[src/rtl/mpu_pkg.sv]
package mpu_pkg;

    typedef enum logic {
        MODE_WINDOW = 1'b0,
        MODE_OFFSET = 1'b1
    } guard_mode_e;

    typedef enum logic [1:0] {
        SEL_BASE  = 2'd0,
        SEL_LIMIT = 2'd1,
        SEL_MODE  = 2'd2,
        SEL_NONE  = 2'd3
    } cfg_field_e;

    typedef enum logic [1:0] {
        DEC_BYPASS = 2'd0,
        DEC_GRANT  = 2'd1,
        DEC_TRAP   = 2'd2,
        DEC_IDLE   = 2'd3
    } access_dec_e;

endpackage

[src/rtl/mpu_cfg_regs.sv]
module mpu_cfg_regs
    import mpu_pkg::*;
#(
    parameter int AW = 16
) (
    input  logic          clk,
    input  logic          rst_n,
    input  logic          priv_kernel,
    input  logic          cfg_we,
    input  logic [1:0]    cfg_sel,
    input  logic [AW-1:0] cfg_wdata,
    output logic [AW-1:0] base_q,
    output logic [AW-1:0] limit_q,
    output guard_mode_e   mode_q,
    output logic          priv_viol
);

    logic       wr_ok;
    cfg_field_e field;

    assign field     = cfg_field_e'(cfg_sel);
    assign wr_ok     = cfg_we && priv_kernel;
    assign priv_viol = cfg_we && !priv_kernel;

    always_ff @(posedge clk) begin
        if (!rst_n) begin
            base_q  <= '0;
            limit_q <= '0;
            mode_q  <= MODE_WINDOW;
        end else if (wr_ok) begin
            unique case (field)
                SEL_BASE:  base_q  <= cfg_wdata;
                SEL_LIMIT: limit_q <= cfg_wdata;
                SEL_MODE:  mode_q  <= cfg_wdata[0] ? MODE_OFFSET : MODE_WINDOW;
                SEL_NONE:  ;
                default:   ;
            endcase
        end
    end

    // a user-mode write leaves all fields untouched
    a_r9_user_write_frozen: assert property (@(posedge clk) disable iff (!rst_n)
        (cfg_we && !priv_kernel) |=> ($stable(base_q) && $stable(limit_q) && $stable(mode_q)));

    // the privilege trap is only ever seen from user mode
    a_r9_priv_only_user: assert property (@(posedge clk) disable iff (!rst_n)
        priv_viol |-> !priv_kernel);

endmodule

[src/rtl/mpu_range_check.sv]
module mpu_range_check
    import mpu_pkg::*;
#(
    parameter int AW = 16
) (
    input  logic [AW-1:0] addr,
    input  logic [AW-1:0] base,
    input  logic [AW-1:0] limit,
    input  guard_mode_e   mode,
    output logic          legal,
    output logic [AW-1:0] phys_addr
);

    localparam int EW = AW + 1;

    logic [EW-1:0] end_wide;
    logic          lo_ok;
    logic          hi_ok;
    logic          off_ok;
    logic [AW-1:0] reloc_sum;

    // both bounds evaluated side by side; the end is one bit wider
    assign end_wide  = {1'b0, base} + {1'b0, limit};
    assign lo_ok     = addr >= base;
    assign hi_ok     = {1'b0, addr} < end_wide;
    assign off_ok    = addr < limit;
    assign reloc_sum = base + addr;

    always_comb begin
        legal     = 1'b0;
        phys_addr = addr;
        unique case (mode)
            MODE_WINDOW: begin
                legal     = lo_ok && hi_ok;
                phys_addr = addr;
            end
            MODE_OFFSET: begin
                legal     = off_ok;
                phys_addr = reloc_sum;
            end
            default: ;
        endcase
    end

endmodule

[src/rtl/mpu_fault_reg.sv]
module mpu_fault_reg #(
    parameter int AW = 16
) (
    input  logic          clk,
    input  logic          rst_n,
    input  logic          capture,
    input  logic [AW-1:0] addr,
    output logic [AW-1:0] fault_q
);

    always_ff @(posedge clk) begin
        if (!rst_n)       fault_q <= '0;
        else if (capture) fault_q <= addr;
    end

    // without a trap the fault address holds
    a_r7_fault_hold: assert property (@(posedge clk) disable iff (!rst_n)
        !capture |=> $stable(fault_q));

endmodule

[src/rtl/mpu_guard.sv]
module mpu_guard
    import mpu_pkg::*;
#(
    parameter int AW = 16
) (
    input  logic          clk,
    input  logic          rst_n,
    input  logic          priv_kernel,
    input  logic          cfg_we,
    input  logic [1:0]    cfg_sel,
    input  logic [AW-1:0] cfg_wdata,
    input  logic          req_valid,
    input  logic [AW-1:0] req_addr,
    output logic          mem_valid,
    output logic [AW-1:0] mem_addr,
    output logic          trap_range,
    output logic          trap_priv,
    output logic [AW-1:0] fault_addr
);

    logic [AW-1:0] base_q;
    logic [AW-1:0] limit_q;
    guard_mode_e   mode_q;
    logic          legal;
    logic [AW-1:0] phys_addr;
    access_dec_e   dec;

    mpu_cfg_regs #(.AW(AW)) u_cfg (
        .clk         (clk),
        .rst_n       (rst_n),
        .priv_kernel (priv_kernel),
        .cfg_we      (cfg_we),
        .cfg_sel     (cfg_sel),
        .cfg_wdata   (cfg_wdata),
        .base_q      (base_q),
        .limit_q     (limit_q),
        .mode_q      (mode_q),
        .priv_viol   (trap_priv)
    );

    mpu_range_check #(.AW(AW)) u_chk (
        .addr      (req_addr),
        .base      (base_q),
        .limit     (limit_q),
        .mode      (mode_q),
        .legal     (legal),
        .phys_addr (phys_addr)
    );

    always_comb begin
        if (!req_valid)       dec = DEC_IDLE;
        else if (priv_kernel) dec = DEC_BYPASS;
        else if (legal)       dec = DEC_GRANT;
        else                  dec = DEC_TRAP;
    end

    always_comb begin
        mem_valid  = 1'b0;
        mem_addr   = req_addr;
        trap_range = 1'b0;
        unique case (dec)
            DEC_BYPASS: begin
                mem_valid = 1'b1;
                mem_addr  = req_addr;
            end
            DEC_GRANT: begin
                mem_valid = 1'b1;
                mem_addr  = phys_addr;
            end
            DEC_TRAP: begin
                trap_range = 1'b1;
            end
            DEC_IDLE: ;
            default: ;
        endcase
    end

    mpu_fault_reg #(.AW(AW)) u_fault (
        .clk     (clk),
        .rst_n   (rst_n),
        .capture (trap_range),
        .addr    (req_addr),
        .fault_q (fault_addr)
    );

    // kernel requests pass straight through
    a_r2_kernel_bypass: assert property (@(posedge clk) disable iff (!rst_n)
        (priv_kernel && req_valid) |-> (mem_valid && mem_addr == req_addr && !trap_range));

    // a trapped request never reaches memory
    a_r6_trap_blocks: assert property (@(posedge clk) disable iff (!rst_n)
        trap_range |-> !mem_valid);

    // the faulting address is captured at the edge
    a_r7_fault_capture: assert property (@(posedge clk) disable iff (!rst_n)
        trap_range |=> (fault_addr == $past(req_addr)));

    // a granted offset-mode user request lies below limit
    a_r5_offset_bound: assert property (@(posedge clk) disable iff (!rst_n)
        (mem_valid && !priv_kernel && mode_q == MODE_OFFSET) |-> (req_addr < limit_q));

    // a granted window-mode user request is not below base
    a_r3_window_floor: assert property (@(posedge clk) disable iff (!rst_n)
        (mem_valid && !priv_kernel && mode_q == MODE_WINDOW) |-> (req_addr >= base_q));

endmodule

[config.mk]
export PLATFORM = sky130hd
export DESIGN_NAME = mpu_guard
export DESIGN_NICKNAME = d
export VERILOG_FILES = /design/src/rtl/mpu_pkg.sv /design/src/rtl/mpu_cfg_regs.sv /design/src/rtl/mpu_range_check.sv /design/src/rtl/mpu_fault_reg.sv /design/src/rtl/mpu_guard.sv
export SDC_FILE = /design/constraint.sdc
export NUM_CORES = 1
export LEC_CHECK = 0
export ABC_AREA = 1
export BUFFER_PORTS_ARGS = -buffer_cell sky130_fd_sc_hd__buf_2
export CORE_MARGIN = 8
export CORE_UTILIZATION = 35
export CTS_CLUSTER_SIZE = 30
export DETAILED_ROUTE_END_ITERATION = 10
export SLEW_MARGIN = 40
export SYNTH_ARGS = -nofsm -noshare
export SYNTH_HDL_FRONTEND = slang
export SYNTH_SLANG_ARGS = --single-unit
[constraint.sdc]
create_clock -name clk -period 6.44 [get_ports clk]
set_input_delay 0.644 -clock clk [delete_from_list [all_inputs] [get_ports clk]]
set_output_delay 0.644 -clock clk [all_outputs]
set_load 0.01 [all_outputs]
After elaboration in Yosys (flattened, before gate mapping)
Cells that the tools add are included.

word-level totals
  register bits after elaboration = 49
  word-level logic and storage cells = 33
  output and inout bits = 35
  input bits = 39

operators by class
  $lt $le $gt $ge = 3
  bitwise operators = 1
  muxes and demuxes = 9
  reductions and logical operators = 10
  $add $sub $neg = 2
  equal/unequal tests = 4

operator list
  cell                                           number
  case mux 16 bit (2 select lines)               1
  adder 16 x 16 -> 17 bit                        1
  < comparator 16 x 17 -> 1 bit                  1
  adder 16 bit                                   1
  greater-or-equal comparator 16 bit             1
  < comparator 16 bit                            1
  two-way mux 16 bit                             1
  two-way mux 2 bit                              3
  AND reduction 2 bit                            3
  == test 2 x 1 -> 1 bit, second input constant  2
  == test 2 bit, second input constant           2
  logical NOT 2 bit                              2
  logical AND 1 bit                              3
  two-way mux 1 bit                              3
  case mux 1 bit (2 select lines)                1
  OR reduction 2 bit                             1
  logical NOT 1 bit                              1
  inverter 1 bit                                 1

Logic depth before layout (Yosys ltp)
  word-level depth = 10
  depth in mapped cells = 23
  mapped depth without buffers = 22

Modules after synthesis
Synthesis repeated with hierarchy kept, for this count alone.

unflattened totals
  cell total of the unflattened synthesis = 851
  area, all modules = 5283.8 µm²

by module, submodules not included
  module           cells an instance  area an instance (µm²)  sequential area each (µm²)  times used
  mpu_range_check  484                2890.3                  0.0                         1
  mpu_cfg_regs     206                1408.9                  660.6                       1
  mpu_fault_reg    101                674.4                   320.3                       1
  mpu_guard        60                 310.3                   0.0                         1

Least setup slack after synthesis
No wires, ideal clock.

  kind = reg-to-output
  from = register u_cfg.base_q[2]
  to = output mem_addr[10]
  data required time = 5.796 ns
  cell stages (with the launch flop) = 21
  slack = 2.877 ns
  data arrival time = 2.919 ns
  buffers on the path = 1
  cells stage by stage = dfxtp_1 > ha_1 > a21oi_1 > nand2_1 > a21oi_1 > o21ai_0 > a21boi_0 > xor2_1 > ha_1 > inv_1 > nor3_1 > nor3_1 > nand2_1 > nand2_1 > nand2_1 > nand2_2 > nand3_4 > nand2_2 > nand2_4 > buf_6 > o21ai_2

between the ends
  cells in the longest elaborated chain, start to end = 9
  elaborated cells between the ends (all ways) = 12
  those cells by class = add/sub (2); order compare (2); eq/ne (1); mux (6); reduce/logical (1)

ends and longest elaborated chain
  element                          line                   source
  start: declaration               mpu_cfg_regs.sv:12     output logic [AW-1:0] base_q,
  start signal: assignment         mpu_cfg_regs.sv:32     SEL_BASE: base_q <= cfg_wdata;
  adder 16 x 16 -> 17 bit          mpu_range_check.sv:23  assign end_wide = {1'b0, base} + {1'b0, limit};
  < comparator 16 x 17 -> 1 bit    mpu_range_check.sv:25  assign hi_ok = {1'b0, addr} < end_wide;
  logical AND 1 bit                mpu_range_check.sv:34  legal = lo_ok && hi_ok;
  case mux 1 bit (2 select lines)  mpu_range_check.sv:32  unique case (mode)
  two-way mux 2 bit                mpu_guard.sv:53        else if (legal) dec = DEC_GRANT;
  two-way mux 2 bit                mpu_guard.sv:52        else if (priv_kernel) dec = DEC_BYPASS;
  two-way mux 2 bit                mpu_guard.sv:51        if (!req_valid) dec = DEC_IDLE;
  == test 2 x 1 -> 1 bit           mpu_guard.sv:61        unique case (dec)
  two-way mux 16 bit *             mpu_guard.sv:61
  end: declaration                 mpu_guard.sv:15        output logic [AW-1:0] mem_addr,

Mark *: on every way between the ends. The rest lies on a longest branch, timed or not.

Final worst setup path
Same ends and word-level chain as after synthesis.

==> metrics <==
HP Start u_cfg.limit_q[3]; initial core utilization 35.97%; clk root buf clkbuf_16; Avg WL per Cell 13.46 um; slowest CP cell ha_1; Hold Violations, Final 0; Syn Area/Cell 6.881 sq um; Synthesized Nets a little over 800; post-detail-place hpwl 10450 um; Synth cell types 37; Hold WC Path Type reg -> reg; CP Max Fanout 31; H-Tree Depth 2; Worst EP arrival 3.95 ns; peak supply drop 93.94 uV; worst reg2reg path startpoint u_cfg.base_q[2]; remaining antenna violation count 0; core area 13300 sq um; Cell Chain, Critical Path ha_1 > a21oi_1 > nand2_1 > a21oi_1 > o21ai_0 > a21boi_0 > xor2_1 > ha_1 > inv_1 > nor3_1 > nor3_1 > nand2_1 > nand2_1 > nand2_1 > nand2_2 > nand3_4 > nand2_2 > nand2_4 > nand2_1 > o21ai_2 > buf_2; violation count after the first detailed-routing iteration 125; post-synthesis cell area around 4800 sq um; fraction of layout cells with a size suffix above 1 about 17%; Worst EP required slightly below 6 ns; gpl congestion 0.8562; Reg clk slew, reported paths around 0.070 ns; register bit total from synthesis 49; TritonCTS Sinks 49; Via density 4.685; CP Buf/Inv Count 2; Via Count 4376; synth top area cells dfxtp_1 21%, ha_1 20%, inv_1 9.8%; PwrDens about 160 nW/um^2; RSZ-0062 raised after global routing no; Warnings, synthesis 0; Setup TNS 0 ns; Max Cap Viol 0; diodes inserted 0; area share of the largest cell type after synthesis 20.51%; drt first pass iters 5; worst hold path cell count 2; Post-route DRC 0; sequential-to-total area share from yosys stat 20.51%; Synth Instances 695; final std cells w/o fill 934; CTS tree built; total leakage power between 0.002 and 0.003 uW; vias in the first global route 4357; die area ~18000 sq um; fmax 217.8 MHz; outcome finished, final reports clean; Die X between 100 and 150 um; Tmin final 4.592 ns; Pins Over Slew Limit 0; clk buf depth 2; first-pass GRT wire length 21090 um; crit-path max cell delay 0.35 ns; std cell rows 42; post-CTS sizing 0; Top cell by count, worst path nand2_1; ratio of final minimum period to clock period a little under three quarters; measured slew at the worst slew-check pin 0.5995 ns; dpl cells 926; skew final 0.004810 ns; number of CTS-inserted buffers 5; gr usage total 14.40%; worst reg2reg setup slack between 3 and 4 ns; nets slightly below 900; pin count of the biggest net entering global routing 50; Setup CP Type reg -> out; Post-Route WL ~13000 um; chip height 132.9 um; area delta synth->final 13.19%; Critical R2R Capture u_fault.fault_q[13]; post-synth top area cell dfxtp_1; Worst Reg-to-Reg Cells 20; Hold Crit Endpoint u_cfg.limit_q[3]; CTS Hold Bufs 0; Post-CTS Setup Inserts 0; number of port buffers 73; CP Launch Type flop; cell family with most CP delay simple AND/OR/NAND/NOR gates; num ports 74; relative slew slack about three fifths; clk_lat worst skew between 0.2 and 0.3 ns; GRT overflow 0; CP Capture Type primary output; initial antenna violation count 0; final setup fails 0
==> cells in the mapped netlist <==
master,n
inv_1,125
nand2_1,115
ha_1,77
a21oi_1,76
o21ai_0,50
dfxtp_1,49
nor2_1,45
xor2_1,24
nand4_1,18
nand3_1,17
o21ai_2,15
nor3_1,14
clkbuf_1,12
nand2_2,8
inv_2,6
o21bai_1,5
a21o_1,4
buf_6,4
xnor2_1,4
nor3_2,3
a21oi_2,2
a31oi_1,2
buf_2,2
fa_1,2
nand3_2,2
nand3_4,2
o211ai_1,2
a21boi_0,1
a21boi_2,1
a221oi_1,1
a31o_2,1
buf_4,1
nand2_4,1
nor2_2,1
nor4_1,1
o21a_1,1
o31ai_1,1
==> layout by cell type (no fill, tap or decap) <==
cell,instances
a21boi_0,1
a21boi_2,1
a21o_1,4
a21oi_1,76
a21oi_2,2
a221oi_1,1
a31o_2,1
a31oi_1,2
buf_2,72
buf_4,2
clkbuf_16,5
clkinv_2,2
clkinvlp_4,1
dfxtp_1,49
fa_1,2
ha_1,77
inv_1,123
inv_2,8
nand2_1,115
nand2_2,8
nand2_4,1
nand3_1,17
nand3_2,2
nand3_4,2
nand4_1,18
nor2_1,45
nor2_2,1
nor3_1,14
nor3_2,3
nor4_1,1
o211ai_1,2
o21a_1,1
o21ai_0,50
o21ai_2,15
o21bai_1,5
o31ai_1,1
xnor2_1,4
xor2_1,24
==> report_power, final <==
part           internal [uW]  switching, uW
Sequential               319           9.10
Combinational           94.0            158
Clock                    143            123
Total                    556            289
==> kinds of logic after synthesis <==
logic type,synth area share [%]
simple gates,21.48
compound gates,19.36
flops,20.51
buf+inv,12.53
xor+xnor,5.128
fa+ha+maj,20.98
==> flip-flops by register name (all words and copies together) (netlist names) <==
register,flops
u_cfg.base_q,16
u_cfg.limit_q,16
u_fault.fault_q,16
u_cfg.mode_q,1
==> layer usage <==
layer	vias to the layer above	track usage (%)	share of wire [%]
met5	-	0	0
met4	0	3.344	0.84
met3	6	2.801	4.9
met2	74	23.41	42
met1	1918	19.11	52
li1	2378	-	-
==> tightest hold or removal path, cell delays in order, from the launching register on <==
cell     delay [ns]
dfxtp_1        0.32
inv_1          0.07
a21oi_1        0.05
==> how the worst max path moves through the flow <==
stage,start,cells after the start,to
floorplan,u_cfg.base_q[2],20,mem_addr[10]
global placement,u_cfg.base_q[2],21,mem_addr[0]
detailed placement,u_cfg.base_q[2],21,mem_addr[10]
CTS,u_cfg.base_q[2],21,mem_addr[10]
global route,u_cfg.base_q[2],21,mem_addr[11]
finish,u_cfg.base_q[2],21,mem_addr[10]
==> area by class of cell <==
class                           count  area, sq um
Inverter                          131        491.7
Fill cell                        1442         7883
Timing Repair Buffer               74        375.4
Sequential cell                    49        980.9
Clock inverter                      3        17.52
Multi-Input combinational cell    496         3202
Clock buffer                        5        125.1
Tap cell                          176        220.2
==> metrics by stage <==
step / utilization (%) / setup slack, ns / power, uW / hold WS, ns / instance area [sq um]
floorplan: - / 2.877 / 510.5 / 0.4512 / 4782
global placement: 39.62 / 2.257 / 587.0 / 0.4768 / 5268
detailed placement: 39.62 / 2.153 / 587.9 / 0.4822 / 5268
CTS: 40.69 / 1.816 / 854.2 / 0.4924 / 5410
global route: 40.71 / 1.423 / 905.4 / 0.5044 / 5413
finish: 40.71 / 1.848 / 845.2 / 0.4859 / 5413
Power figures use the tool's default switching activity.
